[src/rtl/usb_susp_pkg.sv]
package usb_susp_pkg;

    typedef enum logic [1:0] {
        LS_SE0 = 2'b00,
        LS_J   = 2'b01,
        LS_K   = 2'b10,
        LS_SE1 = 2'b11
    } line_e;

    typedef enum logic [2:0] {
        DRV_IDLE,
        DRV_LEAD_J,
        DRV_K,
        DRV_EOP_SE0,
        DRV_EOP_J
    } drv_e;

    localparam logic ADDR_CTRL     = 1'b0;
    localparam logic ADDR_FLAG     = 1'b1;
    localparam int   CTRL_SUSP_BIT = 0;
    localparam int   CTRL_RSM_BIT  = 1;
    localparam int   FLAG_SUSP_BIT = 0;

    function automatic line_e decode_line(logic dp, logic dm);
        return line_e'({dp, dm});
    endfunction

endpackage

[src/rtl/usb_susp_tick.sv]
module usb_susp_tick #(
    parameter int CLK_PER_MS = 50000
) (
    input  logic clk_i,
    input  logic rst_ni,
    input  logic clr_i,
    output logic tick_o
);
    localparam int CW = $clog2(CLK_PER_MS + 1);

    typedef struct packed {
        logic [CW-1:0] cnt;
    } tick_st_t;

    tick_st_t st_d, st_q;

    assign tick_o = (st_q.cnt == CW'(CLK_PER_MS - 1));

    always_comb begin
        st_d = st_q;
        if (clr_i || tick_o) st_d.cnt = '0;
        else                 st_d.cnt = st_q.cnt + 1'b1;
    end

    always_ff @(posedge clk_i or negedge rst_ni) begin
        if (!rst_ni) st_q <= '0;
        else         st_q <= st_d;
    end

    // millisecond ticks are isolated pulses
    assert_tick_spacing_R1: assert property (@(posedge clk_i) disable iff (!rst_ni)
        tick_o |=> !tick_o);

endmodule

[src/rtl/usb_susp_linemon.sv]
module usb_susp_linemon
    import usb_susp_pkg::*;
#(
    parameter int KA_MIN_CLKS = 66,
    parameter int RESET_CLKS  = 125
) (
    input  logic  clk_i,
    input  logic  rst_ni,
    input  logic  dp_i,
    input  logic  dm_i,
    output line_e line_o,
    output logic  keepalive_o,
    output logic  jk_edge_o,
    output logic  bus_rst_o
);
    localparam int SAT = RESET_CLKS + 1;
    localparam int SW  = $clog2(SAT + 1);

    typedef struct packed {
        line_e         prev;
        logic [SW-1:0] se0_cnt;
    } mon_st_t;

    mon_st_t st_d, st_q;

    assign line_o      = decode_line(dp_i, dm_i);
    assign keepalive_o = (line_o == LS_J) && (st_q.prev == LS_SE0)
                         && (st_q.se0_cnt >= SW'(KA_MIN_CLKS));
    assign jk_edge_o   = (st_q.prev == LS_J) && (line_o == LS_K);
    assign bus_rst_o   = (line_o == LS_SE0) && (st_q.se0_cnt == SW'(RESET_CLKS));

    always_comb begin
        st_d      = st_q;
        st_d.prev = line_o;
        if (line_o != LS_SE0)                st_d.se0_cnt = '0;
        else if (st_q.se0_cnt != SW'(SAT))   st_d.se0_cnt = st_q.se0_cnt + 1'b1;
    end

    always_ff @(posedge clk_i or negedge rst_ni) begin
        if (!rst_ni) begin
            st_q.prev    <= LS_J;
            st_q.se0_cnt <= '0;
        end else begin
            st_q <= st_d;
        end
    end

    // one reset pulse per long SE0
    assert_bus_rst_single_R9: assert property (@(posedge clk_i) disable iff (!rst_ni)
        bus_rst_o |=> !bus_rst_o);

endmodule

[src/rtl/usb_susp_drive.sv]
module usb_susp_drive
    import usb_susp_pkg::*;
#(
    parameter int CLK_PER_BIT = 33
) (
    input  logic clk_i,
    input  logic rst_ni,
    input  logic req_i,
    output logic dp_o,
    output logic dm_o,
    output logic oe_o
);
    localparam int CW      = $clog2(2 * CLK_PER_BIT + 1);
    localparam int ONE_BIT = CLK_PER_BIT - 1;
    localparam int TWO_BIT = 2 * CLK_PER_BIT - 1;

    typedef struct packed {
        drv_e          st;
        logic [CW-1:0] cnt;
    } drv_st_t;

    drv_st_t st_d, st_q;

    always_comb begin
        st_d     = st_q;
        st_d.cnt = st_q.cnt + 1'b1;
        unique case (st_q.st)
            DRV_IDLE: begin
                st_d.cnt = '0;
                if (req_i) st_d.st = DRV_LEAD_J;
            end
            DRV_LEAD_J: begin
                if (st_q.cnt == CW'(ONE_BIT)) begin
                    st_d.st  = DRV_K;
                    st_d.cnt = '0;
                end
            end
            DRV_K: begin
                st_d.cnt = '0;
                if (!req_i) st_d.st = DRV_EOP_SE0;
            end
            DRV_EOP_SE0: begin
                if (st_q.cnt == CW'(TWO_BIT)) begin
                    st_d.st  = DRV_EOP_J;
                    st_d.cnt = '0;
                end
            end
            DRV_EOP_J: begin
                if (st_q.cnt == CW'(ONE_BIT)) begin
                    st_d.st  = DRV_IDLE;
                    st_d.cnt = '0;
                end
            end
            default: st_d = '{st: DRV_IDLE, cnt: '0};
        endcase
    end

    always_comb begin
        oe_o = (st_q.st != DRV_IDLE);
        unique case (st_q.st)
            DRV_K:       {dp_o, dm_o} = LS_K;
            DRV_EOP_SE0: {dp_o, dm_o} = LS_SE0;
            default:     {dp_o, dm_o} = LS_J;
        endcase
    end

    always_ff @(posedge clk_i or negedge rst_ni) begin
        if (!rst_ni) st_q <= '{st: DRV_IDLE, cnt: '0};
        else         st_q <= st_d;
    end

    // drive only starts on a firmware request
    assert_oe_needs_req_R7: assert property (@(posedge clk_i) disable iff (!rst_ni)
        $rose(oe_o) |-> $past(req_i));
    // the line is released only after J was driven
    assert_release_after_j_R8: assert property (@(posedge clk_i) disable iff (!rst_ni)
        $fell(oe_o) |-> $past(!dp_o && dm_o));

endmodule

[src/rtl/usb_susp_ctl.sv]
module usb_susp_ctl
    import usb_susp_pkg::*;
#(
    parameter int CLK_PER_BIT = 33,
    parameter int CLK_PER_MS  = 50000,
    parameter int IDLE_MS     = 3,
    parameter int RESET_CLKS  = 125,
    parameter int DATA_W      = 8
) (
    input  logic              clk_i,
    input  logic              rst_ni,
    input  logic              rx_dp_i,
    input  logic              rx_dm_i,
    output logic              tx_dp_o,
    output logic              tx_dm_o,
    output logic              tx_oe_o,
    input  logic              reg_we_i,
    input  logic              reg_addr_i,
    input  logic [DATA_W-1:0] reg_wdata_i,
    output logic [DATA_W-1:0] reg_rdata_o,
    output logic              irq_o,
    output logic              wake_o,
    output logic              xcvr_susp_o
);
    localparam int KA_MIN_CLKS = 2 * CLK_PER_BIT;
    localparam int IW          = $clog2(IDLE_MS + 1);

    typedef struct packed {
        logic          susp;
        logic          rsm;
        logic          irqf;
        logic          wake;
        logic [IW-1:0] idle;
    } ctl_st_t;

    ctl_st_t st_d, st_q;
    logic    tick, idle_clr, keepalive, jk_edge, bus_rst;
    logic    wr_ctrl, wr_flag;
    line_e   line;

    usb_susp_tick #(.CLK_PER_MS(CLK_PER_MS)) tick_i (
        .clk_i  (clk_i),
        .rst_ni (rst_ni),
        .clr_i  (idle_clr),
        .tick_o (tick)
    );

    usb_susp_linemon #(.KA_MIN_CLKS(KA_MIN_CLKS), .RESET_CLKS(RESET_CLKS)) mon_i (
        .clk_i       (clk_i),
        .rst_ni      (rst_ni),
        .dp_i        (rx_dp_i),
        .dm_i        (rx_dm_i),
        .line_o      (line),
        .keepalive_o (keepalive),
        .jk_edge_o   (jk_edge),
        .bus_rst_o   (bus_rst)
    );

    usb_susp_drive #(.CLK_PER_BIT(CLK_PER_BIT)) drv_i (
        .clk_i  (clk_i),
        .rst_ni (rst_ni),
        .req_i  (st_q.rsm),
        .dp_o   (tx_dp_o),
        .dm_o   (tx_dm_o),
        .oe_o   (tx_oe_o)
    );

    assign wr_ctrl = reg_we_i && (reg_addr_i == ADDR_CTRL);
    assign wr_flag = reg_we_i && (reg_addr_i == ADDR_FLAG);

    always_comb begin
        st_d     = st_q;
        idle_clr = 1'b0;
        // idle timing, frozen while suspended
        if (!st_q.susp && tick && !keepalive) begin
            if (st_q.idle == IW'(IDLE_MS)) begin
                st_d.susp = 1'b1;
                st_d.irqf = 1'b1;
                st_d.idle = '0;
            end else begin
                st_d.idle = st_q.idle + 1'b1;
            end
        end
        // firmware writes
        if (wr_ctrl) begin
            st_d.rsm = reg_wdata_i[CTRL_RSM_BIT];
            if (!reg_wdata_i[CTRL_SUSP_BIT] && st_q.susp) begin
                st_d.susp = 1'b0;
                idle_clr  = 1'b1;
            end
        end
        if (wr_flag && reg_wdata_i[FLAG_SUSP_BIT] && !(st_d.irqf && !st_q.irqf)) begin
            st_d.irqf = 1'b0;
        end
        if (keepalive) idle_clr = 1'b1;
        if (st_q.susp && jk_edge) st_d.wake = 1'b1;
        // bus reset overrides firmware state
        if (bus_rst) begin
            st_d.susp = 1'b0;
            st_d.rsm  = 1'b0;
            idle_clr  = 1'b1;
        end
        if (idle_clr) st_d.idle = '0;
        if (!st_d.susp) st_d.wake = 1'b0;
    end

    always_ff @(posedge clk_i or negedge rst_ni) begin
        if (!rst_ni) st_q <= '0;
        else         st_q <= st_d;
    end

    assign irq_o       = st_q.irqf;
    assign xcvr_susp_o = st_q.susp;
    assign wake_o      = st_q.wake | (st_q.susp & (line == LS_K));

    always_comb begin
        reg_rdata_o = '0;
        if (reg_addr_i == ADDR_CTRL) begin
            reg_rdata_o[CTRL_SUSP_BIT] = st_q.susp;
            reg_rdata_o[CTRL_RSM_BIT]  = st_q.rsm;
        end else begin
            reg_rdata_o[FLAG_SUSP_BIT] = st_q.irqf;
        end
    end

    // idle count never passes its limit
    assert_idle_bounded_R1: assert property (@(posedge clk_i) disable iff (!rst_ni)
        st_q.idle <= IW'(IDLE_MS));
    // suspend only begins on a millisecond tick
    assert_susp_on_tick_R1: assert property (@(posedge clk_i) disable iff (!rst_ni)
        $rose(st_q.susp) |-> $past(tick));
    // the flag is raised with suspend entry
    assert_flag_on_entry_R3: assert property (@(posedge clk_i) disable iff (!rst_ni)
        $rose(st_q.susp) |-> irq_o);
    // suspend never clears by itself
    assert_no_self_clear_R5: assert property (@(posedge clk_i) disable iff (!rst_ni)
        $fell(st_q.susp) |-> $past(bus_rst || (wr_ctrl && !reg_wdata_i[CTRL_SUSP_BIT])));
    // a latched wake implies suspend
    assert_wake_needs_susp_R6: assert property (@(posedge clk_i) disable iff (!rst_ni)
        st_q.wake |-> st_q.susp);

endmodule

[config.mk]
export PLATFORM = sky130hd
export DESIGN_NAME = usb_susp_ctl
export DESIGN_NICKNAME = d
export VERILOG_FILES = /design/src/rtl/usb_susp_pkg.sv /design/src/rtl/usb_susp_tick.sv /design/src/rtl/usb_susp_linemon.sv /design/src/rtl/usb_susp_drive.sv /design/src/rtl/usb_susp_ctl.sv
export SDC_FILE = /design/constraint.sdc
export NUM_CORES = 1
export LEC_CHECK = 0
export ABC_AREA = 1
export BUFFER_PORTS_ARGS = -buffer_cell sky130_fd_sc_hd__buf_2
export CORE_AREA = 4 4 69 71
export CTS_CLUSTER_SIZE = 10
export DETAILED_ROUTE_END_ITERATION = 12
export DIE_AREA = 0 0 73 75
export PLACE_DENSITY = 0.87
export SYNTH_ARGS = -nofsm -noshare
export SYNTH_HDL_FRONTEND = slang
export SYNTH_SLANG_ARGS = --single-unit
[constraint.sdc]
create_clock -name clk_i -period 2.12 [get_ports clk_i]
set_clock_uncertainty 0.15 [all_clocks]
set_input_delay 0.424 -clock clk_i [delete_from_list [all_inputs] [get_ports clk_i]]
set_output_delay 0.424 -clock clk_i [all_outputs]
set_load 0.01 [all_outputs]
# Yosys cells after proc, flatten, opt, wreduce, memory -nomap -nowiden
# Index checks and enable logic that the tools add are counted.
# totals
reg_bits,41
latchBits,0
mem_bits_rw,0
mem_bits_ro,0
in_bits,14
output_inout_bits,14
word_cells,96
mem_count,0
# op_classes
addsub,4
n_mul,0
div_mod_pow,0
order_cmp,1
n_eq_ne,19
n_shift,0
n_mux,30
n_bitwise,3
reduce_logical,29
# ops
cell,count
$pmux 10 s5,1
$mux 10,3
$add 16x1->16 const B,1
$eq 16x16->1 const B,1
$mux 1,16
$mux 16,1
$add 7x1->7 const B,2
$eq 7x7->1 const B,2
$mux 7,2
$logic_and 1x1->1,13
$mux 2,5
$ne 2x1->1 const B,4
$reduce_bool 2->1,4
$eq 7x6->1 const B,1
$ge 7x7->1 const B,1
$ne 7x7->1 const B,1
$eq 3x2->1 const B,2
$mux 3,2
$logic_not 1->1,5
$reduce_and 5->1,1
$eq 2x1->1 const B,2
$eq 2x2->1 const B,2
$logic_not 2->1,2
$ne 2x2->1 const B,2
other kinds (10),10

# Longest topological paths before layout
# logic_depth
word_depth,10
depth_mapped,10
mapped_depth_nobuf,9

# Modules after synthesis
# A second synthesis with hierarchy kept.
# unflattened
hier_cells,324
area_unflattened_um2,2533.7
# modules_own_cells
mod,instances,cells_each,area_each_um2,seq_area_each_um2
usb_susp_tick,1,123,960.9,400.4
usb_susp_drive,1,78,596.8,250.2
usb_susp_linemon,1,71,569.3,226.5
usb_susp_ctl,1,52,406.6,150.1

# Worst setup path after synthesis
# No wires, ideal clock.
# synth_timing
path_type,register to register
start,reg mon_i.st_q[0] (netlist bit)
end,reg tick_i.st_q[10] (netlist bit)
setup_time_ps,69
arrival_ps,1405
required_time_ps,1901
setup_slack_ps,496
path_stages_with_launch,11
path_buffers,1
period_less_slack_ps,1624
path_cell_list,dfrtp_1 > inv_1 > ha_1 > nor2_1 > nand3_2 > nand2_4 > nand3_4 > nor2_4 > inv_4 > buf_6 > nor2_2
# synth_rtl
element,line_no,source
"start, declared",usb_susp_linemon.sv:24,"mon_st_t st_d, st_q;"
"start signal, assigned",usb_susp_linemon.sv:44,st_q <= st_d;
"end signal, assigned",usb_susp_tick.sv:27,else st_q <= st_d;
"end, declared",usb_susp_tick.sv:15,"tick_st_t st_d, st_q;"

# Worst setup path in the final report
# layout_timing
start,reg drv_i.st_q[7] (netlist bit)
end,out tx_dp_o
# layout_between
elab_chain_cells,2
# layout_rtl
element,line_no,source
"start, declared",usb_susp_drive.sv:22,"drv_st_t st_d, st_q;"
"start signal, assigned",usb_susp_drive.sv:68,"if (!rst_ni) st_q <= '{st: DRV_IDLE, cnt: '0};"
"start signal, assigned",usb_susp_drive.sv:69,else st_q <= st_d;
$eq 3x2->1,usb_susp_drive.sv:60,unique case (st_q.st)
$mux 1,usb_susp_drive.sv:60,
"end, declared",usb_susp_ctl.sv:14,"output logic tx_dp_o,"
# Every way passes these cells.

==> results by group <==
Synth
  • FF+latch count, synth: 41
  • Avg Inst Size Synth: 7.91 um2
  • YS warnings: 0
  • Sequential cell area fraction in the yosys report: 0.439
  • Number of distinct library cells after synthesis: 33
  • Synth Instances: 296
  • Mapped cell area: 2340 um2

STA
  • Tmin final: 1.87 ns
  • Final hold violations: 0
  • Setup violations, final: 0
  • RSZ-0062 raised after global routing: no
  • Setup_tns: 0 ns
  • Fmax: 534 MHz
  • Pins Over Slew Limit: 0
  • Crit share post-route: 0.883

Route
  • Drt total wl: 4160 um
  • 1st-iter DRT viols: 123
  • Post-DR wirelength/cell: 11.2 um
  • Via count: 1,845
  • Pre-Repair DR Iteration Count: 4
  • Via-to-Cell Ratio: 4.97
  • ANT nets after route: 0
  • Drt drc: 0

CTS
  • TritonCTS clock tree: yes
  • Clock Path Buffers: 2
  • Post-CTS Setup Bufs: 0
  • CTS H-tree depth: 2
  • Clk pin slew, worst setup/hold paths: 0.09 ns
  • Clock Latency Late Sink: 0.30 ns
  • CTS buffer count: 5
  • Clock root buffer: clkbuf_8
  • CTS sink count: 41
  • CTS resizes: 0

Final layout
  • Storage element area: 1030 um2
  • Commonest non-fill, non-tap cell in the layout: nand2_1
  • Final Non-Filler Cells: 371
  • Share of cells above drive strength 1: 0.160
  • Footprint of the multi-input gates: 1110 um2
  • Final instance area: 2590 um2
  • Area grow syn2layout: 10.8%
  • # fillers: 354
  • Layout Nets: 340
  • Layout Utilization: 0.613
  • Diode count: 0
  • Commonest non-fill, non-tap cells in the layout: nand2_1, nor2_1, inv_1, dfrtp_1, nand3_1

Power
  • Overall power: 2440 uW
  • PwrDens: 940 nW/um2
  • Leakage: 0.00130 uW
  • Max IR drop VDD: 345 uV

Placement
  • Buffers on Ports: 15
  • Global placement routability congestion: 0.811
  • Post-DP HPWL: 3140 um
  • Placed cells: 362
  • Cell Area, Placed: 2460 um2

GRT
  • Largest net degree at the start of global routing: 23
  • Number of global-route vias before repair: 1,713
  • Global-route wire length before repair: 7220 um
  • Total Routing Usage GR: 0.168
  • Initial antenna violation count: 0
  • Grt ovf: 0

Flow run
  • Max Cap Viol: 0

Worst setup path
  • Crit Path Class: reg2out
  • Critical Path End Type: primary output
  • Crit-path max FO: 4
  • Data required, critical path: 1.55 ns
  • Worst Path Arrival: 1.30 ns
  • Startpoint types: flip-flop

Outcome
  • Outcome: finished, final reports clean

Die
  • Core footprint: 4230 um2
  • Die footprint: 5480 um2
  • Initial Util: 0.553
  • Die H: 75 um
  • Die width: 73 um
  • # rows: 24
  • Ports: 28

Worst hold path
  • Hold Path Class: in2reg
## flip-flops by register name (all words and copies together), names as in the netlist
register	flops
mon_i.st_q	9
st_q	4
tick_i.st_q	16
irq_o	1
drv_i.st_q	10
xcvr_susp_o	1
## through the flow
stage,hold slack [ns],setup WS (ns)
finish,0.110,0.248
global placement,0.251,0.399
detailed placement,0.255,0.351
global route,0.0990,0.159
floorplan,-0.0216,0.496
CTS,0.109,0.255
## kinds of logic (layout without fill, tap and decap cells)
| group | count (synthesis) | count (layout) | synth area share |
|---|---|---|---|
| AO/OA/AOI/OAI | 22 | 22 | 0.0524 |
| XOR/XNOR | 14 | 14 | 0.0524 |
| adder cells (fa/ha/maj) | 8 | 8 | 0.0427 |
| buffers and inverters | 50 | 68 | 0.0940 |
| flip-flops | 41 | 41 | 0.439 |
| other | 1 | 6 | 0.00160 |
| AND/OR/NAND/NOR | 160 | 160 | 0.318 |
## area by class of cell
cell class	count	area share
clock buffer	6	0.0318
clock inverter	2	0.0145
sequential	41	0.396
tap	52	0.0251
inverter	43	0.0632
multi-input combinational	210	0.429
timing repair buffer	17	0.0405
## worst paths after layout
path | start | endpoint | slack (ns) | cells after the start
max | drv_i.st_q[7] | tx_dp_o | 0.25 | 4
min | rx_dm_i | mon_i.st_q[7] | 0.11 | 1
max reg2reg | mon_i.st_q[0] | tick_i.st_q[0] | 0.34 | 9
min reg2reg | tick_i.st_q[0] | tick_i.st_q[0] | 0.34 | 1
max in group asynchronous | rst_ni | tick_i.st_q[12] | 0.88 | 3
min in group asynchronous | rst_ni | st_q[1] | 0.46 | 2
## power breakdown
group / internal, uW / switching (uW)
clock network: 383 / 278
registers: 947 / 138
logic: 278 / 414
## critical path, cell delays in order, from the launching register on
cell	delay (ns)
dfrtp_1	0.42
nor2_1	0.25
nand2_1	0.11
inv_1	0.09
buf_2	0.13
## routing by layer
| layer | track usage | up-vias | routed length [um] |
|---|---|---|---|
| met3 | 0.0360 | 4 | 131 |
| met2 | 0.298 | 30 | 2070 |
| met5 | 0 | - | 0 |
| li1 | - | 956 | - |
| met1 | 0.202 | 855 | 1920 |
| met4 | 0.0574 | 0 | 40 |
## cell usage after synthesis, drive strengths merged
master / instances / share of area
o21bai: 1 / 0.0032
nor2: 67 / 0.13
nand4: 7 / 0.019
nand2: 57 / 0.097
and2: 2 / 0.0053
or2: 1 / 0.0027
o21ai: 14 / 0.030
inv: 43 / 0.070
xor2: 11 / 0.041
dfstp: 1 / 0.011
a211oi: 1 / 0.0032
a31o: 1 / 0.0037
o31ai: 1 / 0.0032
a31oi: 1 / 0.0027
conb: 1 / 0.0016
buf: 7 / 0.024
nand3: 19 / 0.048
a21oi: 3 / 0.0064
ha: 8 / 0.043
nor3: 5 / 0.011
dfrtp: 40 / 0.43
nand3b: 2 / 0.0064
xnor2: 3 / 0.011
## what timing repair did
action | CTS | global route
hold buffers | 1 | 0
endpoints found under the hold margin | 18 | 0
setup endpoints to repair | 0 | 0
No activity file was read; power rests on OpenSTA's default activity.
